## src/rtl/revsr_pkg.sv

```systemverilog
`timescale 1ns/1ps
package revsr_pkg;
  typedef enum logic {
    VAR_FREDKIN = 1'b0,
    VAR_TOFFOLI = 1'b1
  } revsr_variant_e;

  typedef struct packed {
    logic q;
    logic qn;
  } revsr_state_t;

  localparam revsr_state_t ST_RESET = '{q: 1'b0, qn: 1'b1};
endpackage

```

## src/rtl/revsr_toffoli_gate.sv

```systemverilog
`timescale 1ns/1ps
module revsr_toffoli_gate (
  input  logic a,
  input  logic b,
  input  logic c,
  output logic ya,
  output logic yb,
  output logic yc
);
  // controlled-controlled inversion of the third line
  assign ya = a;
  assign yb = b;
  assign yc = (a & b) ^ c;
endmodule

```

## src/rtl/revsr_fredkin_gate.sv

```systemverilog
`timescale 1ns/1ps
module revsr_fredkin_gate (
  input  logic a,
  input  logic b,
  input  logic c,
  output logic ya,
  output logic yb,
  output logic yc
);
  // controlled exchange of the two target lines
  assign ya = a;
  assign yb = a ? c : b;
  assign yc = a ? b : c;
endmodule

```

## src/rtl/revsr_step_core.sv

```systemverilog
`timescale 1ns/1ps
module revsr_step_core
  import revsr_pkg::*;
#(
  parameter revsr_variant_e VARIANT = VAR_FREDKIN
) (
  input  logic         s_line,
  input  logic         r_line,
  input  revsr_state_t cur,
  output revsr_state_t nxt,
  output logic [1:0]   garb
);
  localparam logic ANC = 1'b1;

  logic pa_ctl, pb_ctl;
  logic a_mid, a_out, b_mid, b_out;

  generate
    if (VARIANT == VAR_TOFFOLI) begin : g_tof
      // q side: NAND of set-bar and q_n on the target line
      revsr_toffoli_gate u_ga (.a(s_line), .b(cur.qn), .c(ANC),
                               .ya(pa_ctl), .yb(a_mid), .yc(a_out));
      revsr_toffoli_gate u_gb (.a(r_line), .b(cur.q), .c(ANC),
                               .ya(pb_ctl), .yb(b_mid), .yc(b_out));
      assign nxt.q  = a_out;
      assign nxt.qn = b_out;
      assign garb   = {b_mid, a_mid};
    end else begin : g_fred
      // q side: exchange gives clear OR q_n, inverted on the way out
      revsr_fredkin_gate u_ga (.a(r_line), .b(cur.qn), .c(ANC),
                               .ya(pa_ctl), .yb(a_mid), .yc(a_out));
      revsr_fredkin_gate u_gb (.a(s_line), .b(cur.q), .c(ANC),
                               .ya(pb_ctl), .yb(b_mid), .yc(b_out));
      assign nxt.q  = ~a_mid;
      assign nxt.qn = ~b_mid;
      assign garb   = {b_out, a_out};
    end
  endgenerate

  // control lines leave each gate unchanged
  always_comb begin
    a_r7_ctrl_lines_pass: assert ((VARIANT == VAR_TOFFOLI)
        ? (pa_ctl == s_line && pb_ctl == r_line)
        : (pa_ctl == r_line && pb_ctl == s_line))
      else $error("control line altered by gate");
  end
endmodule

```

## src/rtl/revsr_watch.sv

```systemverilog
`timescale 1ns/1ps
module revsr_watch
  import revsr_pkg::*;
#(
  parameter int         CNT_W     = 3,
  parameter logic [1:0] IDLE_CTRL = 2'b00
) (
  input  logic             clk,
  input  logic             rst,
  input  logic [1:0]       ctrl,
  input  revsr_state_t     cur,
  input  revsr_state_t     nxt,
  output logic             settled,
  output logic [CNT_W-1:0] steps,
  output logic             osc
);
  localparam logic [CNT_W-1:0] CNT_MAX = '1;
  localparam logic [CNT_W-1:0] CNT_ONE = {{(CNT_W-1){1'b0}}, 1'b1};

  logic [1:0]   ctrl_prev;
  revsr_state_t hist;
  logic         chg, moved;

  assign chg   = (ctrl != ctrl_prev);
  assign moved = (nxt != cur);

  always_ff @(posedge clk) begin
    if (rst) begin
      ctrl_prev <= IDLE_CTRL;
      hist      <= ST_RESET;
      settled   <= 1'b0;
      steps     <= '0;
      osc       <= 1'b0;
    end else begin
      ctrl_prev <= ctrl;
      hist      <= cur;
      settled   <= ~moved;
      osc       <= moved && (nxt == hist) && !chg;
      if (chg)
        steps <= moved ? CNT_ONE : '0;
      else if (moved && steps != CNT_MAX)
        steps <= steps + CNT_ONE;
    end
  end

  a_r8_settled_same: assert property (@(posedge clk) disable iff (rst)
    settled |-> $stable(cur));
  a_r9_restart_on_change: assert property (@(posedge clk) disable iff (rst)
    chg |=> (steps <= CNT_ONE));
  a_r9_saturate: assert property (@(posedge clk) disable iff (rst)
    (steps == CNT_MAX && !chg) |=> (steps == CNT_MAX));
  a_r10_osc_noncomp: assert property (@(posedge clk) disable iff (rst)
    osc |-> (cur.q == cur.qn) && !settled);
endmodule

```

## src/rtl/revsr_latch.sv

```systemverilog
`timescale 1ns/1ps
module revsr_latch
  import revsr_pkg::*;
#(
  parameter revsr_variant_e VARIANT = VAR_FREDKIN,
  parameter int             CNT_W   = 3
) (
  input  logic             clk,
  input  logic             rst,
  input  logic             set_line,
  input  logic             clr_line,
  output logic             q,
  output logic             q_n,
  output logic [1:0]       garbage,
  output logic             settled,
  output logic [CNT_W-1:0] steps,
  output logic             osc
);
  localparam logic       ACT_LVL = (VARIANT == VAR_TOFFOLI) ? 1'b0 : 1'b1;
  localparam logic [1:0] IDLE    = {~ACT_LVL, ~ACT_LVL};
  localparam logic       BOTH_V  = (VARIANT == VAR_TOFFOLI) ? 1'b1 : 1'b0;

  revsr_state_t st, st_nxt;
  logic act_s, act_c;

  revsr_step_core #(.VARIANT(VARIANT)) u_core (
    .s_line(set_line), .r_line(clr_line), .cur(st), .nxt(st_nxt), .garb(garbage)
  );

  revsr_watch #(.CNT_W(CNT_W), .IDLE_CTRL(IDLE)) u_watch (
    .clk(clk), .rst(rst), .ctrl({set_line, clr_line}), .cur(st), .nxt(st_nxt),
    .settled(settled), .steps(steps), .osc(osc)
  );

  always_ff @(posedge clk) begin
    if (rst) st <= ST_RESET;
    else     st <= st_nxt;
  end

  assign q     = st.q;
  assign q_n   = st.qn;
  assign act_s = (set_line == ACT_LVL);
  assign act_c = (clr_line == ACT_LVL);

  a_r3_hold_keeps: assert property (@(posedge clk) disable iff (rst)
    (!act_s && !act_c && q != q_n) |=> ($stable(q) && $stable(q_n)));
  a_r4_hold_toggles: assert property (@(posedge clk) disable iff (rst)
    (!act_s && !act_c && q == q_n) |=> (q != $past(q) && q == q_n));
  a_r6_both_active: assert property (@(posedge clk) disable iff (rst)
    (act_s && act_c) |=> (q == BOTH_V && q_n == BOTH_V));
  a_r5_set_two_steps: assert property (@(posedge clk) disable iff (rst)
    (act_s && !act_c && $past(act_s && !act_c) && !$past(rst)) |=> (q && !q_n));
  a_r5_clr_two_steps: assert property (@(posedge clk) disable iff (rst)
    (act_c && !act_s && $past(act_c && !act_s) && !$past(rst)) |=> (!q && q_n));
endmodule

```

## config.mk

```make
export PLATFORM = sky130hd
export DESIGN_NAME = revsr_latch
export DESIGN_NICKNAME = d
export VERILOG_FILES = /design/src/rtl/revsr_pkg.sv /design/src/rtl/revsr_toffoli_gate.sv /design/src/rtl/revsr_fredkin_gate.sv /design/src/rtl/revsr_step_core.sv /design/src/rtl/revsr_watch.sv /design/src/rtl/revsr_latch.sv
export SDC_FILE = /design/constraint.sdc
export NUM_CORES = 1
export LEC_CHECK = 0
export BUFFER_PORTS_ARGS = -buffer_cell sky130_fd_sc_hd__buf_2
export CAP_MARGIN = 10
export CORE_AREA = 2 2 39 41
export CTS_CLUSTER_DIAMETER = 80
export DETAILED_ROUTE_END_ITERATION = 10
export DIE_AREA = 0 0 41 43
export SKIP_LAST_GASP = 1
export SLEW_MARGIN = 15
export SYNTH_ARGS = -nofsm -noshare
export SYNTH_HDL_FRONTEND = slang
export SYNTH_SLANG_ARGS = --single-unit
```

## constraint.sdc

```tcl
create_clock -name clk -period 2.05 [get_ports clk]
set_input_delay 0.1025 -clock clk [delete_from_list [all_inputs] [get_ports clk]]
set_output_delay 0.1025 -clock clk [all_outputs]
set_load 0.01 [all_outputs]
```

; Yosys cells after proc, flatten, opt, wreduce, memory -nomap -nowiden
; Index checks and enable logic that the tools add are counted.
[classes]
addsub = 1
n_eq_ne = 4
n_mux = 7
bitwise = 3
n_reduce_logical = 5
[ops]
columns = operator, n
row1 = $mux W3, 2
row2 = $mux W1, 5
row3 = $ne A2 B2 Y1, 2
row4 = $add A3 B1 Y3 const B, 1
row5 = $logic_and A1 B1 Y1, 3
row6 = $ne A3 B3 Y1 const B, 1
row7 = $not A1 Y1, 3
row8 = $eq A2 B2 Y1, 1
row9 = $reduce_bool A2 Y1, 1
row10 = $logic_not A1 Y1, 1
[word_totals]
ff_bits = 11
out_inout_bits = 9
word_cells = 28

; Longest topological paths before layout
[logic_depth]
depth_word = 6
mapped_depth = 5

; Hierarchy
; From an unflattened synthesis, not the netlist that was laid out.
[unflattened]
hier_cells = 52
area_unflattened_um2 = 558.0
[modules_own_cells]
columns = module, n_inst, cells_each, area_per_inst_um2, seq_area_each_um2
row1 = revsr_watch, 1, 37, 416.6, 180.2
row2 = revsr_fredkin_gate, 2, 3, 30.0, 0.0
row3 = revsr_latch, 1, 4, 55.1, 40.0
row4 = revsr_step_core, 1, 5, 26.3, 0.0

; Least setup slack after synthesis
; Ideal clock, no wire load.
[synth_path]
path_kind = register -> register
from = reg st (netlist bit q)
to = reg u_watch.steps[0]
setup_time_ns = 0.125
t_arrival_ns = 1.176
path_slack_ns = 0.749
stages_incl_launch_ff = 5
n_path_buf = 0
period_less_slack_ns = 1.301
cell_sequence = dfxtp_1 and3b_1 o31a_1 o211ai_1 a21oi_1
[synth_via]
elab_chain_cells = 5
[synth_lines]
columns = item, line
row1 = "start, declared", revsr_latch.sv:23  ; revsr_state_t st, st_nxt;
row2 = "start signal, assigned", revsr_latch.sv:37  ; else st <= st_nxt;
row3 = $mux W1, revsr_fredkin_gate.sv:12  ; assign yb = a ? c : b;
row4 = $not A1 Y1, revsr_step_core.sv:35  ; assign nxt.qn = ~b_mid;
row5 = $ne A2 B2 Y1 (*), revsr_watch.sv:25  ; assign moved = (nxt != cur);
row6 = $mux W1 / $logic_and A1 B1 Y1 (equally long branches), "revsr_watch.sv:40, revsr_watch.sv:41"
row7 = $mux W3 / $reduce_bool A2 Y1 (equally long branches), --
row8 = "end signal, assigned", revsr_watch.sv:40  ; steps <= moved ? CNT_ONE : '0;
row9 = "end signal, assigned", revsr_watch.sv:42  ; steps <= steps + CNT_ONE;
row10 = "end, declared", revsr_watch.sv:14  ; output logic [CNT_W-1:0] steps,
; Mark *: on every way between the ends. The rest lies on a longest branch, timed or not.
; A chain may end at the register's enable or synchronous reset.

; Worst setup path after layout
[layout_path]
from = reg st (netlist bit q)
to = reg u_watch.steps[2]
[layout_via]
elab_chain_cells = 5
[layout_lines]
columns = item, line
row1 = $mux W1, revsr_fredkin_gate.sv:12
row2 = $not A1 Y1, revsr_step_core.sv:35
row3 = $ne A2 B2 Y1 (*), revsr_watch.sv:25
row4 = $logic_and A1 B1 Y1 (*), revsr_watch.sv:41  ; else if (moved && steps != CNT_MAX)
row5 = $reduce_bool A2 Y1 (no line) (*), --
; Marked as above.

==> parameters.txt <==
Parameter                              Value

Floorplan
  Die ar. ... 1760 um2
  Vert. Die Dim ... 43 um
  Overall die width ... 41 um
  Core Region ... 1380 um2
  # IOs ... 13
  Initial core utilization ... 37.1%
  Cell row count ... 14

Global routing
  Largest net degree at the start of global routing ... 10
  Via count of the first global-routing pass ... 347
  Number of antenna violations at the first check in global routing ... 0
  Global-route wire length before repair ... 1500 um
  Global-route total usage across every layer ... 12.9%
  Total gr overflow ... 0

Detailed routing
  Number of nets with antenna violations after routing ... 0
  DR vias ... 395
  Max layer used ... met3
  Length of the first detailed-routing pass in iterations ... 3
  Final routed wire length divided by cell count ... 10.3 um
  Met2 Routed Length ... 389 um
  Routed wire length ... 831 um
  Residual DRC ... 0
  First DRT Iteration DRCs ... 2
  Met3 Routed Length ... 53 um
  Per-cell via count in the routed design ... 4.88
  WL met1 ... 389 um

Run
  Max_cap viols ... 0

STA
  Max-slew violation count ... 0
  RSZ-0062 raised after global routing ... no
  Max-Slew Margin vs Limit ... 79.0%
  Post-route clock period utilization ... 66.2%
  Worst Clk Skew ... 0.00730 ns
  Total setup violations reported at the end of the flow ... 0
  Minimum clock period ... 1.36 ns
  WHS ... 0.100 ns
  Number of hold-slack violations in the final timing report ... 0
  Pin slew with the least headroom to its limit ... 0.314 ns
  Setup Total Neg Slack ... 0 ns
  Max frequency ... 737 MHz

Logic synthesis
  Number of synthesized register bits ... 11
  Avg Inst Size Synth ... 9.87 um2
  Seq/Total Area, Yosys ... 42.9%
  Post-synth net total ... 58
  Post-synthesis cell count ... 52
  Number of different library cells in the post-synthesis netlist ... 25
  Netlist Area Pre-Place ... 513 um2
  Synth warn ... 0

Finish
  Final core area utilization ... 42.9%
  Multi-input combinational cell area ... 267 um2
  Area delta synth->final ... 15.9%
  Count of non-filler cells in the finished layout ... 81
  Seq. cell area ... 220 um2
  N_diodes ... 0
  Fill count ... 154
  Fraction of final layout cells with drive strength greater than 1 ... 27.7%
  Final instance area ... 594 um2
  Final net count ... 72

Setup path
  Critical Path End Type ... register
  CP Data Required Time ... 2.24 ns
  Crit Path Class ... register to register
  Data arrival, critical path ... 1.54 ns
  Sort of element at the start of the critical path ... register
  Maximum fanout count along the critical path ... 8

Clock network
  Skew-Pair Late Insertion Delay ... 0.27 ns
  Clock tree from TritonCTS ... yes
  Count of buffers added by post-CTS timing repair for setup ... 0
  CTS resizes ... 0
  Number of sinks on the clock net ... 11
  Hold bufs inserted after CTS ... 0
  Number of buffers created by CTS ... 3
  CTS max path bufs ... 2
  CTS root buffer ... sky130_fd_sc_hd__clkbuf_4
  H-tree depth ... 1
  Clock-pin slew of the registers on the worst-case setup and hold paths ... 0.07 ns

Placement
  Count of buffers from port buffering ... 12
  Count of placed standard cells including taps ... 77
  RePlAce Congestion ... 0.741
  Post-detail-place hpwl ... 652 um
  Placed cell areas ... 567 um2

Pwr
  Maximum vdd drop ... 0.398 mV
  Total power density per cell area ... 721 nW/um2
  Leakage power total ... 0.260 nW

Outcome
  Run status ... finished, final reports clean

Hold path
  Class of the worst hold path ... input pin to register
-- metal layers --
| metal | vias to the layer above | track usage, % |
|---|---|---|
| met2 | 8 | 16.3 |
| met4 | 0 | 6.00 |
| met5 | - | 0 |
| met3 | 0 | 7.85 |
| met1 | 178 | 16.9 |
| li1 | 209 | - |
-- cells by family (layout without fill, tap and decap cells) --
| group | Yosys count | after routing | share of synthesized area, % |
|---|---|---|---|
| buffers and inverters | 3 | 16 | 5.12 |
| adder cells (fa/ha/maj) | 2 | 2 | 4.88 |
| multiplexers | 2 | 2 | 3.90 |
| AO/OA/AOI/OAI | 9 | 9 | 12.7 |
| AND/OR/NAND/NOR | 22 | 22 | 25.4 |
| flip-flops | 11 | 11 | 42.9 |
| XOR/XNOR | 3 | 3 | 5.12 |
-- state kept, by name (all words and copies together) (netlist names) --
register / flops
u_watch.osc: 1
u_watch.ctrl_prev: 2
u_watch.steps: 3
q_n: 1
q: 1
u_watch.hist: 2
u_watch.settled: 1
-- per-stage QoR --
| stage | setup WS [ns] | power (mW) |
|---|---|---|
| 6_report | 0.694 | 0.429 |
| 5_1_grt | 0.606 | 0.455 |
| 4_1_cts | 0.674 | 0.435 |
| 3_5_place_dp | 0.709 | 0.294 |
| 3_3_place_gp | 0.754 | 0.293 |
| 2_1_floorplan | 0.749 | 0.278 |
-- cell usage in the layout (no fill, tap or decap), drive strengths merged --
cell type,n
buf,12
dfxtp,11
nor2,6
nand2,5
nor2b,4
clkbuf,3
nand2b,2
xor2,2
mux2i,2
o31ai,2
ha,2
nor3,1
and3b,1
o21ai,1
o31a,1
o211ai,1
a21oi,1
or2,1
a211oi,1
or3b,1
xnor2,1
or4b,1
o32ai,1
o21a,1
clkinv,1
-- area by class of cell --
cell class                      instances  area share [%]
Tap cell                               16            3.37
Timing Repair Buffer                   12            10.1
Multi-Input combinational cell         38            44.8
Clock inverter                          1           0.842
Clock buffer                            3            3.79
Sequential cell                        11            37.1
-- where the power goes --
| part | internal (mW) | switching (mW) | total [mW] | leakage (nW) |
|---|---|---|---|---|
| registers | 0.223 | 0.00770 | 0.231 | 0.0904 |
| logic | 0.0251 | 0.0315 | 0.0566 | 0.152 |
| clock network | 0.0721 | 0.0690 | 0.141 | 0.0177 |
| total | 0.320 | 0.108 | 0.429 | 0.260 |
-- final timing paths --
check,end,from,cells after the start,slack [ns]
worst min register to register,u_watch.steps[1],u_watch.steps[1],2,0.48
worst max-delay path,u_watch.steps[2],q,4,0.69
worst max register to register,u_watch.steps[2],q,4,0.69
worst min-delay path,u_watch.ctrl_prev[0],rst,2,0.10
-- Yosys cell counts --
master	instances	area share (%)
sky130_fd_sc_hd__dfxtp_1	11	43
sky130_fd_sc_hd__nand2_1	5	3.7
sky130_fd_sc_hd__nor2_1	5	3.7
sky130_fd_sc_hd__nor2b_1	4	4.9
sky130_fd_sc_hd__buf_4	2	2.9
sky130_fd_sc_hd__ha_1	2	4.9
sky130_fd_sc_hd__mux2i_1	2	3.9
sky130_fd_sc_hd__nand2b_1	2	2.4
sky130_fd_sc_hd__o31ai_1	2	2.9
sky130_fd_sc_hd__xor2_1	2	3.4
sky130_fd_sc_hd__a211oi_1	1	1.5
sky130_fd_sc_hd__a21oi_1	1	0.97
sky130_fd_sc_hd__and3b_1	1	1.7
sky130_fd_sc_hd__buf_6	1	2.2
sky130_fd_sc_hd__nor2_4	1	2.2
sky130_fd_sc_hd__nor3_2	1	2.0
sky130_fd_sc_hd__o211ai_1	1	1.5
sky130_fd_sc_hd__o21a_1	1	1.5
sky130_fd_sc_hd__o21ai_1	1	0.97
sky130_fd_sc_hd__o31a_1	1	1.7
sky130_fd_sc_hd__o32ai_1	1	1.7
sky130_fd_sc_hd__or2_1	1	1.2
sky130_fd_sc_hd__or3b_1	1	1.7
sky130_fd_sc_hd__or4b_1	1	2.0
sky130_fd_sc_hd__xnor2_1	1	1.7
-- critical path: stages, from the launching register on --
cell,delay [ns]
sky130_fd_sc_hd__dfxtp_1,0.42
sky130_fd_sc_hd__and3b_1,0.22
sky130_fd_sc_hd__o31a_1,0.32
sky130_fd_sc_hd__nor2_4,0.11
sky130_fd_sc_hd__mux2i_1,0.21
Power figures use the tool's default switching activity.
